`src/rtl/bm_be_pkg.sv`:
```
package bm_be_pkg;
  localparam int unsigned BEAT_BYTES = 4;
  typedef logic [BEAT_BYTES-1:0] be_t;
  typedef logic [2:0] nbytes_t;
endpackage

```
`src/rtl/bm_be_lane.sv`:
```
module bm_be_lane
  import bm_be_pkg::*;
#(
  parameter int unsigned REM_W = 17
) (
  input  logic             wr_i,
  input  logic [1:0]       off_i,
  input  logic [REM_W-1:0] rem_i,
  output be_t              be_o,
  output nbytes_t          nbytes_o
);
  nbytes_t avail;
  nbytes_t n;
  nbytes_t off_ext;

  always_comb begin
    off_ext = {1'b0, off_i};
    avail   = wr_i ? (nbytes_t'(BEAT_BYTES) - off_ext) : nbytes_t'(BEAT_BYTES);
    if (rem_i < REM_W'(avail)) n = rem_i[2:0];
    else                       n = avail;
  end

  assign nbytes_o = n;

  for (genvar i = 0; i < BEAT_BYTES; i++) begin : g_lane
    assign be_o[i] = !wr_i || ((3'(i) >= off_ext) && ((off_ext + n) > 3'(i)));
  end
endmodule

```
`src/rtl/bm_be_walk.sv`:
```
module bm_be_walk
  import bm_be_pkg::*;
#(
  parameter int unsigned ADDR_W = 32,
  parameter int unsigned CNT_W  = 16,
  localparam int unsigned REM_W = CNT_W + 1,
  localparam int unsigned DW_W  = ADDR_W - 2
) (
  input  logic             clk_i,
  input  logic             rst_ni,
  input  logic             start_i,
  input  logic [ADDR_W-1:0] addr_i,
  input  logic [CNT_W-1:0] count_i,
  input  logic             wr_i,
  input  logic             adv_i,
  input  nbytes_t          nbytes_i,
  output logic             busy_o,
  output logic             wr_o,
  output logic [1:0]       off_o,
  output logic [DW_W-1:0]  dw_o,
  output logic [REM_W-1:0] rem_o,
  output logic             done_o
);
  logic             busy_q, wr_q, done_q;
  logic [1:0]       off_q;
  logic [DW_W-1:0]  dw_q;
  logic [REM_W-1:0] rem_q;
  logic [REM_W-1:0] used;

  assign used = REM_W'(nbytes_i);

  always_ff @(posedge clk_i or negedge rst_ni) begin
    if (!rst_ni) begin
      busy_q <= 1'b0;
      wr_q   <= 1'b0;
      done_q <= 1'b0;
      off_q  <= '0;
      dw_q   <= '0;
      rem_q  <= '0;
    end else begin
      done_q <= 1'b0;
      if (!busy_q && start_i) begin
        busy_q <= 1'b1;
        wr_q   <= wr_i;
        dw_q   <= addr_i[ADDR_W-1:2];
        off_q  <= wr_i ? {addr_i[1], 1'b0} : 2'b00;  // reads drop bit 1
        rem_q  <= (count_i == '0) ? {1'b1, {CNT_W{1'b0}}} : {1'b0, count_i};
      end else if (busy_q && adv_i) begin
        dw_q  <= dw_q + 1'b1;
        off_q <= 2'b00;
        rem_q <= rem_q - used;
        if (rem_q == used) begin
          busy_q <= 1'b0;
          done_q <= 1'b1;
        end
      end
    end
  end

  assign busy_o = busy_q;
  assign wr_o   = wr_q;
  assign off_o  = off_q;
  assign dw_o   = dw_q;
  assign rem_o  = rem_q;
  assign done_o = done_q;
endmodule

```
`src/rtl/bm_be_gen.sv`:
```
module bm_be_gen
  import bm_be_pkg::*;
#(
  parameter int unsigned ADDR_W     = 32,
  parameter int unsigned CNT_W      = 16,
  parameter int unsigned LINE_BYTES = 32
) (
  input  logic              clk_i,
  input  logic              rst_ni,
  input  logic              start_i,
  input  logic [ADDR_W-1:0] addr_i,
  input  logic [CNT_W-1:0]  count_i,
  input  logic              wr_i,
  output logic              beat_valid_o,
  input  logic              beat_ready_i,
  output logic [ADDR_W-1:0] beat_addr_o,
  output logic [3:0]        beat_be_o,
  output logic              beat_last_o,
  output logic              busy_o,
  output logic              done_o
);
  localparam int unsigned REM_W     = CNT_W + 1;
  localparam int unsigned DW_W      = ADDR_W - 2;
  localparam int unsigned LINE_DW_W = $clog2(LINE_BYTES / BEAT_BYTES);

  logic             mode_wr;
  logic [1:0]       off;
  logic [DW_W-1:0]  dw;
  logic [REM_W-1:0] rem;
  be_t              be;
  nbytes_t          nbytes;
  logic             busy;
  logic             adv;

  assign adv = busy && beat_ready_i;

  bm_be_walk #(.ADDR_W(ADDR_W), .CNT_W(CNT_W)) i_walk (
    .clk_i    (clk_i),
    .rst_ni   (rst_ni),
    .start_i  (start_i),
    .addr_i   (addr_i),
    .count_i  (count_i),
    .wr_i     (wr_i),
    .adv_i    (adv),
    .nbytes_i (nbytes),
    .busy_o   (busy),
    .wr_o     (mode_wr),
    .off_o    (off),
    .dw_o     (dw),
    .rem_o    (rem),
    .done_o   (done_o)
  );

  bm_be_lane #(.REM_W(REM_W)) i_lane (
    .wr_i     (mode_wr),
    .off_i    (off),
    .rem_i    (rem),
    .be_o     (be),
    .nbytes_o (nbytes)
  );

  assign beat_valid_o = busy;
  assign busy_o       = busy;
  assign beat_addr_o  = {dw, off};
  assign beat_be_o    = be;
  assign beat_last_o  = (&dw[LINE_DW_W-1:0]) || (REM_W'(nbytes) == rem);
endmodule

```
`config.mk`:
```
export PLATFORM = sky130hd
export DESIGN_NAME = bm_be_gen
export DESIGN_NICKNAME = d
export VERILOG_FILES = /design/src/rtl/bm_be_pkg.sv /design/src/rtl/bm_be_lane.sv /design/src/rtl/bm_be_walk.sv /design/src/rtl/bm_be_gen.sv
export SDC_FILE = /design/constraint.sdc
export NUM_CORES = 1
export LEC_CHECK = 0
export ABC_AREA = 0
export BUFFER_PORTS_ARGS = -buffer_cell sky130_fd_sc_hd__buf_2
export CAP_MARGIN = 20
export CORE_MARGIN = 4
export CORE_UTILIZATION = 30
export CTS_CLUSTER_DIAMETER = 40
export DETAILED_ROUTE_END_ITERATION = 8
export GPL_TIMING_DRIVEN = 0
export SETUP_SLACK_MARGIN = 0.15
export SYNTH_ARGS = -nofsm -noshare
export SYNTH_HDL_FRONTEND = slang
export SYNTH_SLANG_ARGS = --single-unit
```
`constraint.sdc`:
```
create_clock -name clk_i -period 8.2 [get_ports clk_i]
set_input_delay 1.23 -clock clk_i [delete_from_list [all_inputs] [get_ports clk_i]]
set_output_delay 1.23 -clock clk_i [all_outputs]
set_load 0.05 [all_outputs]
```
==> metrics.md <==
| Metric | Value |
|---|---|
| Status | completed |
| Delay-heaviest family, CP | simple AND/OR/NAND/NOR gates |
| Power per cell area | 219 nW/um2 |
| Die W | 109 um |
| Clock Sink Count | 51 |
| Largest net degree at the start of global routing | 27 |
| #FFs+latches synth | 51 |
| Final Cell Area | 3810 um2 |
| PnR worst setup slack | 3600 ps |
| Post-CTS Hold Buffers | 0 |
| Die height | 109 um |
| Vias in the first global route | 2,828 |
| Synthesized cell area | 3070 um2 |
| Commonest cells post-synth | 60 x nand2_1, 51 x dfrtp_1, 30 x nand3_1 |
| P_int | 0.488 mW |
| Cell Area, Placed | 3710 um2 |
| Pre-CTS WS | 3910 ps |
| Post-synthesis area per instance | 8.62 um2 |
| ANT nets after route | 0 |
| EDFF count, synth | 0 |
| TNS Setup | 0 ps |
| Synth area leaders | dfrtp_1 42%, nand2_1 7.3%, nand3_1 4.9% |
| RSZ-0062 raised after global routing | false |
| Comb pwr share | 0.354 |
| Yosys top cell area share | 0.416 |
| Syn Inst Count | 356 |
| Synth-to-Final Area Change | 24.3% |
| Final Critical Period | 4600 ps |
| Clk pin slew, worst setup/hold paths | 100 ps |
| Min-Delay Path Class | register to register |
| CP Cell Sequence | or3_1 > buf_2 > nor3_1 > and3b_1 > buf_6 > nand2_1 > o21ai_0 > ha_1 > clkbuf_1 > a21oi_1 > mux2_4 > a21boi_2 > buf_2 |
| CTS resizes | 0 |
| Crit. End Element | primary output |
| Top achievable clock speed | 0.217 GHz |
| Crit path DAT | 3370 ps |
| Share of post-route cells with drive strength above 1 | 0.245 |
| Drt pass-1 iters | 5 |
| Startpoint Class | register |
| Initial antenna violation count | 1 |
| WL final | 9710 um |
| Final period utilization | 0.561 |
| IO buf count | 90 |
| Num CTS Buffers | 5 |
| CP bufs+invs | 4 |
| Vias per Instance | 5.25 |
| Fill cells | 1,003 |
| Row Count | 36 |
| CP Class | register to primary output |
| Sw Share | 0.415 |
| Clock power share | 0.191 |
| Fin Hold WS | 535 ps |
| Final Slew Violations | 0 |
| Setup Skew | 7.10 ps |
| Clock Latency Late Sink | 290 ps |
| Synthesis Warnings | 0 |
| Headroom to the max-slew limit | 0.531 |
| Hpwl dp | 7330 um |
| Post-CTS Setup Bufs | 0 |
| Most used cell, CP | buf_2 |
| Root Buffer | clkbuf_8 |
| Seq pwr share | 0.455 |
| Wire per inst | 16.5 um |
| CTS tree | yes |
| Worst path max stage delay | 430 ps |
| Synth cell types | 58 |
| Static Leakage | 1.64 nW |
| GRT Residual Overflow | 0 |
| Core Area | 9860 um2 |
| Slowest-stage cell, CP | dfrtp_1 |
| First-pass GRT wire length | 15,000 um |
| Synth async-reset ratio | 1.00 |
| Worst Tran Pin Value | 704 ps |
| Top Ports | 93 |
| Max Cap Viol | 0 |
| H-tree levels | 2 |
| Max clock buf depth | 2 |
| Final hold vios | 0 |
| VDD IR-drop max | 0.000106 V |
| Antenna diodes | 0 |
| Routability cong. | 0.831 |
| Area leader, netlist | dfrtp_1 |
| Critical path required time | 6970 ps |
| Initial drt markers | 161 |
| Crit Path Max Fanout | 9 |
| Main flop type after synthesis | dfrtp_1 |
| Vias | 3,097 |
| Initial Util | 0.311 |
| Switching power | 0.346 mW |
| Total die area | 11,900 um2 |
| Top-count cell post-synth | nand2_1 |
| Drt drc | 0 |
| Final net count | 515 |
| Seq/Total Area, Yosys | 0.416 |
| Tot GR Track Use | 0.161 |
| Setup violations, final | 0 |
==> sequential cells by signal (all words and copies together) (netlist names) <==
register	cells
i_walk.wr_o	1
i_walk.done_o	1
i_walk.busy_o	1
i_walk.dw_o	30
i_walk.rem_o	17
i_walk.off_o	1
==> kinds of logic after synthesis <==
| kind of cell | share of synthesized area |
|---|---|
| and+or+nand+nor | 0.294 |
| AOI/OAI and AO/OA | 0.182 |
| DFF | 0.416 |
| buffers and inverters | 0.0334 |
| xor gates and xnor gates | 0.0343 |
| adders and majority gates | 0.0269 |
| muxes | 0.0118 |
| other | 0.00122 |
==> area by class of cell <==
type	count	area [um2]	share of cell area
well taps	133	166	0.0436
inverters	4	15.0	0.00394
flip-flops and latches	51	1280	0.335
clock buffers	8	100	0.0262
plain buffers	19	87.6	0.0230
repair buffers	92	475	0.125
multi-input cells	283	1690	0.444
==> through the flow <==
stage,instances,utilization,power (mW)
after floorplan,357,-,0.587
after global placement,580,0.374,0.665
after detailed placement,581,0.376,0.678
after CTS,589,0.386,0.839
after global routing,590,0.387,0.886
final,590,0.387,0.834
==> placed cells by master (no fill, tap or decap), types with 4 or more instances in the layout <==
master / n
nand3_1: 30
clkbuf_8: 7
xnor2_1: 5
nor2_1: 29
o211ai_1: 17
ha_1: 5
a31oi_1: 5
xor2_1: 7
a21oi_1: 6
o21ai_0: 21
nand4_1: 13
nand2_1: 60
clkbuf_1: 15
nor4_1: 7
buf_2: 92
nor2b_1: 4
inv_1: 4
nor3_1: 8
dfrtp_1: 51
and3_1: 4
o311ai_0: 6
or3_1: 5
==> final timing paths <==
path | slack, ps | cells past startpoint | startpoint | endpoint
worst min register to register | 540 | 1 | i_walk.dw_o[14] | i_walk.dw_o[14]
worst max register to register | 4720 | 14 | i_walk.rem_o[3] | i_walk.rem_o[8]
min in group asynchronous | 950 | 1 | rst_ni | i_walk.dw_o[26]
max in group asynchronous | 6680 | 2 | rst_ni | i_walk.busy_o
worst min-delay path | 540 | 1 | i_walk.dw_o[14] | i_walk.dw_o[14]
worst max-delay path | 3600 | 13 | i_walk.rem_o[3] | beat_be_o[0]
==> power by group through the flow <==
stage                     clock network, mW  registers (mW)  logic [mW]
after CTS                             0.165           0.377       0.297
after detailed placement                  0           0.382       0.296
after global routing                  0.174           0.389       0.323
after floorplan                           0           0.444       0.143
final                                 0.160           0.379       0.296
after global placement                    0           0.378       0.287
==> routing by layer <==
| layer | part of all wire | global-route usage | vias to the layer above |
|---|---|---|---|
| li1 | - | - | 1518 |
| met1 | 0.45 | 0.219 | 1469 |
| met2 | 0.48 | 0.260 | 100 |
| met3 | 0.065 | 0.0349 | 8 |
| met4 | 0.010 | 0.0370 | 2 |
| met5 | 0.0013 | 0 | - |
(Power assumes the default switching activity.)
